## src/rtl/pfq_pkg.sv

```systemverilog
package pfq_pkg;
    typedef enum logic [0:0] {
        S_IDLE  = 1'b0,
        S_FETCH = 1'b1
    } pfq_state_t;
endpackage

```

## src/rtl/pfq_store.sv

```systemverilog
module pfq_store #(
    parameter int DEPTH = 6,
    parameter int CNT_W = 3,
    parameter int IDX_W = 3
) (
    input  logic             clk,
    input  logic             rst_n,
    input  logic             clr,
    input  logic [1:0]       push_n,
    input  logic [7:0]       push_b0,
    input  logic [7:0]       push_b1,
    input  logic             pop,
    output logic [7:0]       head,
    output logic [CNT_W-1:0] occ
);
    localparam int SUM_W = IDX_W + 1;

    function automatic logic [IDX_W-1:0] step(input logic [IDX_W-1:0] i, input logic [1:0] n);
        logic [SUM_W-1:0] s;
        s = {1'b0, i} + SUM_W'(n);
        if (s >= SUM_W'(DEPTH)) s = s - SUM_W'(DEPTH);
        return s[IDX_W-1:0];
    endfunction

    logic [7:0]       slot [DEPTH];
    logic [IDX_W-1:0] rd_idx;
    logic [IDX_W-1:0] wr_idx;
    logic [IDX_W-1:0] wr_idx_p1;

    assign wr_idx_p1 = step(wr_idx, 2'd1);

    // one write port pair per slot
    for (genvar g = 0; g < DEPTH; g++) begin : g_slot
        always_ff @(posedge clk) begin
            if (push_n != 2'd0 && wr_idx == IDX_W'(g)) begin
                slot[g] <= push_b0;
            end else if (push_n == 2'd2 && wr_idx_p1 == IDX_W'(g)) begin
                slot[g] <= push_b1;
            end
        end
    end

    always_ff @(posedge clk) begin
        if (!rst_n || clr) begin
            rd_idx <= '0;
            wr_idx <= '0;
            occ    <= '0;
        end else begin
            wr_idx <= step(wr_idx, push_n);
            if (pop) rd_idx <= step(rd_idx, 2'd1);
            occ <= occ + CNT_W'(push_n) - CNT_W'(pop);
        end
    end

    assign head = slot[rd_idx];
endmodule

```

## src/rtl/pfq_fetch_ctrl.sv

```systemverilog
module pfq_fetch_ctrl
    import pfq_pkg::*;
#(
    parameter int              ADDR_W     = 20,
    parameter int              LANES      = 2,
    parameter int              THRESH     = 2,
    parameter int              CNT_W      = 3,
    parameter logic [ADDR_W-1:0] RESET_ADDR = '0
) (
    input  logic              clk,
    input  logic              rst_n,
    input  logic              flush,
    input  logic [ADDR_W-1:0] flush_addr,
    input  logic [CNT_W-1:0]  free_slots,
    input  logic              mem_ack,
    input  logic [15:0]       mem_rdata,
    output logic              mem_req,
    output logic [ADDR_W-1:0] mem_addr,
    output logic [1:0]        push_n,
    output logic [7:0]        push_b0,
    output logic [7:0]        push_b1
);
    pfq_state_t        state_q, state_d;
    logic [ADDR_W-1:0] ptr_q;
    logic [1:0]        lane_n;
    logic [7:0]        lane_b0, lane_b1;
    logic [ADDR_W-1:0] lane_addr;
    logic              take;

    // lane steering picked by bus width
    if (LANES == 1) begin : g_narrow
        assign lane_addr = ptr_q;
        assign lane_n    = 2'd1;
        assign lane_b0   = mem_rdata[7:0];
        assign lane_b1   = mem_rdata[15:8];
    end else begin : g_wide
        assign lane_addr = {ptr_q[ADDR_W-1:1], 1'b0};
        assign lane_n    = ptr_q[0] ? 2'd1 : 2'd2;
        assign lane_b0   = ptr_q[0] ? mem_rdata[15:8] : mem_rdata[7:0];
        assign lane_b1   = mem_rdata[15:8];
    end

    // state and pointer registers
    always_ff @(posedge clk) begin
        if (!rst_n) begin
            state_q <= S_IDLE;
            ptr_q   <= RESET_ADDR;
        end else begin
            state_q <= state_d;
            if (flush)     ptr_q <= flush_addr;
            else if (take) ptr_q <= ptr_q + ADDR_W'(lane_n);
        end
    end

    // next state
    always_comb begin
        state_d = state_q;
        unique case (state_q)
            S_IDLE: begin
                if (!flush && free_slots >= CNT_W'(THRESH)) state_d = S_FETCH;
            end
            S_FETCH: begin
                if (flush || mem_ack) state_d = S_IDLE;
            end
        endcase
    end

    // outputs
    always_comb begin
        mem_req  = 1'b0;
        mem_addr = lane_addr;
        take     = 1'b0;
        unique case (state_q)
            S_IDLE:  mem_req = 1'b0;
            S_FETCH: begin
                mem_req = 1'b1;
                take    = mem_ack && !flush;
            end
        endcase
        push_n  = take ? lane_n : 2'd0;
        push_b0 = lane_b0;
        push_b1 = lane_b1;
    end
endmodule

```

## src/rtl/prefetch_queue.sv

```systemverilog
module prefetch_queue #(
    parameter int                ADDR_W     = 20,
    parameter bit                NARROW     = 1'b0,
    parameter logic [ADDR_W-1:0] RESET_ADDR = '0
) (
    input  logic              clk,
    input  logic              rst_n,
    input  logic              flush,
    input  logic [ADDR_W-1:0] flush_addr,
    output logic              mem_req,
    output logic [ADDR_W-1:0] mem_addr,
    input  logic              mem_ack,
    input  logic [15:0]       mem_rdata,
    output logic              dec_valid,
    output logic [7:0]        dec_byte,
    input  logic              dec_ready
);
    localparam int DEPTH  = NARROW ? 4 : 6;
    localparam int LANES  = NARROW ? 1 : 2;
    localparam int THRESH = LANES;
    localparam int CNT_W  = $clog2(DEPTH + 1);
    localparam int IDX_W  = $clog2(DEPTH);

    logic [CNT_W-1:0] occ;
    logic [CNT_W-1:0] free_slots;
    logic [1:0]       push_n;
    logic [7:0]       push_b0, push_b1;
    logic             pop;

    assign free_slots = CNT_W'(DEPTH) - occ;
    assign dec_valid  = (occ != '0);
    assign pop        = dec_valid && dec_ready && !flush;

    pfq_fetch_ctrl #(
        .ADDR_W(ADDR_W), .LANES(LANES), .THRESH(THRESH),
        .CNT_W(CNT_W), .RESET_ADDR(RESET_ADDR)
    ) u_ctrl (
        .clk(clk), .rst_n(rst_n), .flush(flush), .flush_addr(flush_addr),
        .free_slots(free_slots), .mem_ack(mem_ack), .mem_rdata(mem_rdata),
        .mem_req(mem_req), .mem_addr(mem_addr),
        .push_n(push_n), .push_b0(push_b0), .push_b1(push_b1)
    );

    pfq_store #(.DEPTH(DEPTH), .CNT_W(CNT_W), .IDX_W(IDX_W)) u_store (
        .clk(clk), .rst_n(rst_n), .clr(flush),
        .push_n(push_n), .push_b0(push_b0), .push_b1(push_b1),
        .pop(pop), .head(dec_byte), .occ(occ)
    );
endmodule

```

## config.mk

```make
export PLATFORM = sky130hd
export DESIGN_NAME = prefetch_queue
export DESIGN_NICKNAME = d
export VERILOG_FILES = /design/src/rtl/pfq_pkg.sv /design/src/rtl/pfq_store.sv /design/src/rtl/pfq_fetch_ctrl.sv /design/src/rtl/prefetch_queue.sv
export SDC_FILE = /design/constraint.sdc
export NUM_CORES = 1
export LEC_CHECK = 0
export BUFFER_PORTS_ARGS = -buffer_cell sky130_fd_sc_hd__buf_2
export CAP_MARGIN = 20
export CORE_ASPECT_RATIO = 0.75
export CORE_UTILIZATION = 46
export DETAILED_ROUTE_END_ITERATION = 12
export PLACE_DENSITY = 0.69
export SYNTH_ARGS = -nofsm -noshare
export SYNTH_HDL_FRONTEND = slang
export SYNTH_HIERARCHICAL = 1
export SYNTH_SLANG_ARGS = --single-unit
export TNS_END_PERCENT = 30
```

## constraint.sdc

```tcl
create_clock -name clk -period 3.16 [get_ports clk]
set_clock_uncertainty 0.15 [all_clocks]
set_input_delay 0 -clock clk [delete_from_list [all_inputs] [get_ports clk]]
set_output_delay 0 -clock clk [all_outputs]
set_load 0.01 [all_outputs]
```

* Word-level counts from Yosys, hierarchy flattened
Memories as Yosys holds them, arrays and structs flattened. A register that Yosys moved wholly into a read port is not among the register bits.
Cells that the tools add are included.
** Cells by class
- $add $sub $neg :: 10
- Multiply operators :: 0
- Div/mod/pow operators :: 0
- Order comparisons :: 4
- Equality and inequality tests :: 11
- Shifts and indexed selects :: 0
- Multiplexer cells :: 63
- Bitwise gates (word level) :: 7
- Reduce and logical (&&, ||, !) cells :: 29
** Operators by type and width (count)
- $mux 8 :: 11
- $mux 20 :: 2
- $mux 1 :: 37
- $reduce_or 8->1 :: 4
- $mux 3 :: 9
- $add 20x2->20 :: 1
- $logic_and 1x1->1 :: 16
- $eq 3x2->1 const B :: 4
- $eq 3x3->1 const B :: 4
- $ge 4x3->1 const B :: 3
- $sub 3x3->3 const B :: 3
- $add 3x1->4 const B :: 2
- $eq 3x1->1 const B :: 2
- $logic_not 3->1 :: 2
- $or 1x1->1 :: 6
- $add 3x2->4 :: 1
- $mux 2 :: 2
- $pmux 1 s2 :: 2
- $reduce_bool 2->1 :: 2
- $add 3x2->3 :: 1
- $ge 3x2->1 const B :: 1
- $reduce_bool 3->1 :: 1
- $sub 3x1->3 :: 1
- $sub 3x3->3 const A :: 1
- 4 further kinds :: 6
** Storage, ports and cells
- Register bits after elaboration :: 30
- Latch bits :: 0
- Memory bits (writable) :: 48
- Bits in read-only memories :: 0
- Bits of input ports :: 41
- Output and inout port bits :: 30
- Logic and storage cells :: 130
- Memories :: 1
** Memory list
- u_store.slot :: depth 6, width 8, rd ports 1, clocked after Yosys merged registers in 1, write ports 2, RTL line pfq_store.sv:25 : logic [7:0] slot [DEPTH];

* Longest topological paths before layout
Gate-level depths: netlist of the first run.
- Word-level depth :: 13
- Depth in mapped cells :: 12
- Mapped depth without buffers :: 12

* Modules after synthesis
Netlist of the first run, hierarchy kept.
** Modules (own cells, without submodules)
- pfq_store :: instances 1, cells an instance 238, area an instance 3241.9 sq um, sequential area each 1681.6 sq um
- pfq_fetch_ctrl :: instances 1, cells an instance 165, area an instance 1381.3 sq um, sequential area each 420.4 sq um
- prefetch_queue :: instances 1, cells an instance 8, area an instance 67.6 sq um, sequential area each 0.0 sq um

* Least setup slack after synthesis of the first run
Ideal clock, no wire load.
- Kind :: reg2reg
- Start :: reg u_ctrl.ptr_q[0]
- End :: reg u_store.occ[2]
- Setup time :: 0.128 ns
- Arrival time :: 2.713 ns
- Required time :: 2.882 ns
- Setup slack :: 0.169 ns
- Stages on the path, launching flop included :: 13
- Buffers on the path :: 1
- Period minus slack after synthesis :: 2.991 ns
- Cell sequence :: dfxtp_1 buf_1 inv_1 nor3_1 inv_1 ha_1 inv_1 ha_1 inv_1 fa_1 xnor2_1 xnor2_1 nor2_1
** Between the ends
- Longest elaborated chain between the ends :: 4
** Ends and longest elaborated chain
- start: declaration :: RTL line pfq_fetch_ctrl.sv:24 : logic [ADDR_W-1:0] ptr_q;
- start signal: assignment :: RTL line pfq_fetch_ctrl.sv:50 : if (flush) ptr_q <= flush_addr;
- start signal: assignment :: RTL line pfq_fetch_ctrl.sv:51 : else if (take) ptr_q <= ptr_q + ADDR_W'(lane_n);
- $mux 2 :: RTL line pfq_fetch_ctrl.sv:38 : assign lane_n = ptr_q[0] ? 2'd1 : 2'd2;
- $mux 2 :: RTL line pfq_fetch_ctrl.sv:80 : push_n = take ? lane_n : 2'd0;
- net push_n[0] :: RTL line prefetch_queue.sv:26 : logic [1:0] push_n;
- $add 3x2->3 :: RTL line pfq_store.sv:51 : occ <= occ + CNT_W'(push_n) - CNT_W'(pop);
- $sub 3x1->3 :: RTL line pfq_store.sv:51
- end signal: assignment :: RTL line pfq_store.sv:51
- end: declaration :: RTL line pfq_store.sv:14 : output logic [CNT_W-1:0] occ
The timed path passes the listed nets, and every way through them passes these cells.
A chain may end at the register's enable or synchronous reset.

==> metrics.yaml, run 1 <==
final_net_count: 587
status: "finished clean"
die_x_um: 119
vias: 3676
setup_tns_ns: 0
worstPathRequired_ns: 3.09
crit_fanout: 8
syn2layout_area_growth_pct: 26.5
rsz0062_at_grt: "no"
r2r_end: "u_store/slot[4][6]$_DFFE_PP_"
hold_path_class: "in2reg"
design_area_um2: 5930
cts_sinks: 81
fmax_mhz: 340
synth-edff-count: 48
ys_types: 57
drc: 0
dieHeight_um: 89.5
arrival_ns: 2.87
via_per_inst: 5.53
cp-startpoint: "u_store/wr_idx[0]$_SDFF_PP0_"
ys_seq_area_share_pct: 44.8
synth-main-ff-cell: "edfxtp_1"
crit_path_end: "u_store/slot[4][6]$_DFFE_PP_"
avgSynthCellArea_um2: 11.4
drv_cap: 0
rr_startpoint: "u_store/wr_idx[0]$_SDFF_PP0_"
cts_tree: "yes"
setup_slack_ns: 0.221
die-area_um2: 10600
cp-start-kind: "register"
slew_headroom_pct: 48.7
place.gp.congestion: 0.863
power.density_nw_per_um2: 417
min_period_ns: 2.94
start_util_pct: 48.0
drtIter0Drc: 249
finalSetupViolations: 0
tightest_slew_ns: 0.769
reg2regPathDepth: 6
place_area_um2: 5160
cts_max_level: 3
final_util_pct: 60.7
antennaDiodeCount: 0
hold_slack_ns: 0.0127
grt_pass1_vias: 3587
groute.usage.overall_pct: 21.9
stdcell_count: 665
wl_per_cell_um: 17.1
grt_pass1_wl_um: 17600
drive_above_1_share_pct: 32.8
mostFrequentLayoutCells: "buf_2, mux2_2, dlygate4sd3_1, edfxtp_1, dfxtp_1"
finalCritPeriodShare_pct: 93.0
row_count: 31
yosys_warnings: 6
num_io_pins: 71
clockRootBuffer: "clkbuf_16"
min_path_cells: 3
io_buffers: 69
drt-pass1-iter-count: 5
slew_viol_final: 0
clk_path_buf_depth: 2
synth_cells: 411
p_leak_nw: 2.26
crit_type: "reg2reg"
clock_latency_ns: 0.34
dpl.hpwl_um: 7400
place_ws_ns: 0.192
r2r_slack_ns: 0.22
finalPower_mw: 2.47
antenna_found_initial: 0
ir_worst_vdd_mv: 0.252
wl_um: 11400
worstSetupEndpointType: "register"
synth_fp_nets: 470
grt_overflow_total: 0
cts_made_buffers: 9
syn_area_um2: 4690
layout_commonest_cell: "buf_2"
coreArea_um2: 9770
yosys_register_bits: 81
dp.cells: 600
ant_nets: 0
clk_pin_slew_worst_paths_ns: 0.07
postSynth.asyncResetShare_pct: 0
finalHoldViolations: 0
grt_max_degree: 28
## flip-flops by register name, indices dropped and copies added, names as in the netlist, named ones only
register,count
u_store/slot,48
u_ctrl/ptr_q,20
u_store/occ,3
u_store/wr_idx,3
u_store/rd_idx,3
u_ctrl/state_q,1
## power by group
part           switching (mW)  total [mW]  internal [mW]
Clock                   0.453       0.999          0.546
Sequential             0.0291        1.18           1.15
Combinational           0.134       0.296          0.163
## cell type report
type / count / area (um2)
Sequential cell: 81 / 2100
Inverter: 21 / 78.8
Timing Repair Buffer: 131 / 933
Multi-Input combinational cell: 284 / 2370
Tap cell: 132 / 165
Fill cell: 758 / 3840
Clock buffer: 9 / 225
Clock inverter: 7 / 58.8
## cell usage after synthesis, types with 10 or more instances
library cell	instances	area [um2]
mux2i_1	11	110
inv_1	21	78.8
xnor2_1	14	123
ha_1	16	200
nand2_1	18	67.6
o21ai_0	17	85.1
clkbuf_1	10	37.5
a21oi_1	25	125
dfxtp_1	33	661
nor2_1	27	101
buf_4	10	75.1
mux2_2	56	631
edfxtp_1	48	1440
## per-layer routing
metal,part of all wire (%),track usage (%)
met1,44,26.9
met4,1.9,9.44
met3,4.1,4.72
met2,50,38.0
met5,0,0
## logic make-up (layout without fill, tap and decap cells)
kind of cell	count (synthesis)	count (layout)	share of synthesized area, %
multiplexers	75	75	19.6
AO/OA/AOI/OAI	72	72	10.2
AND/OR/NAND/NOR	102	102	12.5
flip-flops	81	81	44.8
adder cells (fa/ha/maj)	18	18	5.12
buffers and inverters	46	168	4.72
XOR/XNOR	16	16	2.99
other	1	1	0.0799
## critical path, stage by stage, from the launching register on
cell and delay (ns):
dfxtp_1 0.55, inv_1 0.20, ha_1 0.37, or3_1 0.37, mux2i_1 0.28, and3_2 0.39, mux2_2 0.37
## worst min path at each step
stage | from | endpoint | slack, ns
after global routing | mem_rdata[4] | u_store/slot[5][4]$_DFFE_PP_ | 0.03
after CTS | rst_n | u_ctrl/ptr_q[5]$_SDFFE_PN0P_ | 0.004
after detailed placement | flush_addr[2] | u_ctrl/ptr_q[2]$_SDFFE_PN0P_ | 0.09
final | flush | u_ctrl/ptr_q[14]$_SDFFE_PN0P_ | 0.01
after global placement | flush_addr[2] | u_ctrl/ptr_q[2]$_SDFFE_PN0P_ | 0.09
after floorplan | flush_addr[2] | u_ctrl/ptr_q[2]$_SDFFE_PN0P_ | -0.01
## timing repair
action                                  in CTS  in global routing
setup buffers                                0                  0
hold buffers                                49                  0
resized for setup                            0                  1
endpoints found under the hold margin       69                  0
endpoints found under the setup margin       0                  4
No activity file was read; power rests on OpenSTA's default activity.
==> inputs of run 2 (changes only) <==
Settings changed: CORE_ASPECT_RATIO 0.75 to unset.
==> metrics.yaml, run 2 (synthesis gave the netlist of run 1 again) <==
drc: 0  # unchanged
status: "finished clean"
cp-start-kind: "register"
cts_sinks: 81  # unchanged
dp.cells: 602  # +0.33%
final_util_pct: 59.9  # -0.83 points
syn2layout_area_growth_pct: 25.3
ir_worst_vdd_mv: 0.192  # -24%
drive_above_1_share_pct: 32.7  # -0.12 points
rsz0062_at_grt: "no"
num_io_pins: 71  # unchanged
path_cells: "inv_1 -> ha_1 -> o211ai_1 -> nor4_1 -> a31oi_1 -> o221a_2 -> dlygate4sd3_1"
dieHeight_um: 103  # +15%
groute.usage.overall_pct: 22.5  # +0.60 points
largest_reg_flops: 48  # unchanged
vias: 3724  # +1.3%
finalHoldViolations: 0  # unchanged
hold_path_class: "in2reg"
grt_overflow_total: 0  # unchanged
drv_cap: 0  # unchanged
grt_pass1_vias: 3646  # +1.6%
path_delay_family: "simple AND/OR/NAND/NOR gates"
die-area_um2: 10600  # about the same
cp_num_buf_inv: 2  # +1
finalCritPeriodShare_pct: 95.7  # +2.7 points
worstPathRequired_ns: 3.26  # +0.17 ns
clockRootBuffer: "clkbuf_8"
max_stage_delay_ns: 0.77  # +0.22 ns
largestRegisters: "u_store/slot (48), u_ctrl/ptr_q (20)"
drt-pass1-iter-count: 5  # unchanged
wl_per_cell_um: 16.8  # -1.4%
fmax_mhz: 331  # -2.8%
grt_pass1_wl_um: 17900  # +2.0%
drtIter0Drc: 205  # -18%
multi_input_area_um2: 2370  # +0.11%
cts_tree: "yes"
clk_path_buf_depth: 2  # unchanged
power.density_nw_per_um2: 369  # -11%
grt_max_degree: 28  # unchanged
dpl.hpwl_um: 7340  # -0.77%
clock_latency_ns: 0.36  # +0.02 ns
tightest_slew_ns: 0.796  # +0.0267 ns
layout_commonest_cell: "buf_2"
slew_viol_final: 0  # unchanged
setup_tns_ns: 0  # unchanged
crit_fanout: 6  # -2
die_x_um: 103  # -13%
cts_setup_buffers: 0  # unchanged
wl_um: 11300  # -0.51%
crit_type: "reg2reg"
worst_path_max_delay_cell: "nor4_1"
p_leak_nw: 2.22  # -1.6%
place.gp.congestion: 0.854  # -1.1%
start_util_pct: 47.8  # -0.22 points
antenna_found_initial: 0  # unchanged
ant_nets: 0  # unchanged
io_buffers: 69  # unchanged
fillers: 811  # +7.0%
finalSetupViolations: 0  # unchanged
worstSetupEndpointType: "register"
final_net_count: 592  # +0.85%
cts_max_level: 3  # unchanged
cts_made_buffers: 9  # unchanged
antennaDiodeCount: 0  # unchanged
stdcell_count: 671  # +0.90%
slew_headroom_pct: 46.5  # -2.2 points
min_period_ns: 3.02  # +0.0855 ns
regArea_um2: 2100  # unchanged
mostFrequentLayoutCells: "buf_2, mux2_2, dlygate4sd3_1, edfxtp_1, dfxtp_1"
top_register: "u_store/slot"
row_count: 36  # +16%
arrival_ns: 3.12  # +0.25 ns
coreArea_um2: 9820  # +0.46%
via_per_inst: 5.55  # +0.40%
clk_pin_slew_worst_paths_ns: 0.09  # +0.02 ns
run 2: cell types whose count changed in the layout (fill, tap and decap cells not counted):
cell,change
clkbuf_16,-9
clkbuf_8,+9
dlygate4sd3_1,+4
clkinvlp_4,+2
inv_6,-2
buf_4,+1
clkinv_1,+1
clkinv_2,-1
nand2_1,-1
nand2_2,+1
run 2: final timing paths:
kind	from	end	slack, ns	depth (start not counted)
worst max register to register	u_ctrl/ptr_q[0]$_SDFFE_PN0P_	u_ctrl/ptr_q[16]$_SDFFE_PN0P_	0.14	7
worst max-delay path	u_ctrl/ptr_q[0]$_SDFFE_PN0P_	u_ctrl/ptr_q[16]$_SDFFE_PN0P_	0.14	7
worst min register to register	u_store/rd_idx[1]$_SDFFE_PP0P_	u_store/rd_idx[1]$_SDFFE_PP0P_	0.42	2
worst min-delay path	mem_rdata[2]	u_store/slot[1][2]$_DFFE_PP_	0.01	3
run 2: report_power, final:
group	internal [mW]	switching (mW)	total [mW]	leakage, nW
combinational	0.167	0.133	0.300	1.44
sequential	1.15	0.0293	1.18	0.704
clock	0.292	0.402	0.694	0.0814
run 2: per-stage QoR:
stage               cell area (um2)  worst slack, ns  hold WS (ns)  power [mW]
floorplan                      4690            0.169       -0.0122        1.36
global placement               5160            0.230        0.0849        1.43
detailed placement             5160            0.146        0.0895        1.44
CTS                            5870            0.143       0.00255        2.18
global route                   5880           0.0315        0.0162        2.27
finish                         5880            0.135        0.0117        2.17
run 2: area by class of cell:
type | instances | area share (%)
Timing Repair Buffer | 136 | 16.7
Sequential cell | 81 | 35.8
Clock buffer | 9 | 2.11
Multi-Input combinational cell | 284 | 40.3
Clock inverter | 7 | 0.937
Inverter | 21 | 1.34
Tap cell | 133 | 2.83
run 2: what timing repair did:
action / in CTS / in global routing
hold endpoints to repair: 69 / 0
resized for setup: 0 / 2
endpoints found under the setup margin: 0 / 16
hold buffers: 53 / 0
run 2: tightest hold or removal path, delay by kind of cell:
kind | cells | cell delay (ns)
buffers and inverters | 1 | 0.08
multiplexers | 2 | 0.34
run 2: routing by layer:
metal | wire length, um | GRT usage, % | share of wire (%) | up-vias
li1 | - | - | - | 1769
met3 | 733 | 4.81 | 6.5 | 11
met5 | 0 | 0 | 0 | -
met4 | 104 | 6.72 | 0.92 | 0
met2 | 5710 | 40.2 | 51 | 147
met1 | 4750 | 27.3 | 42 | 1797
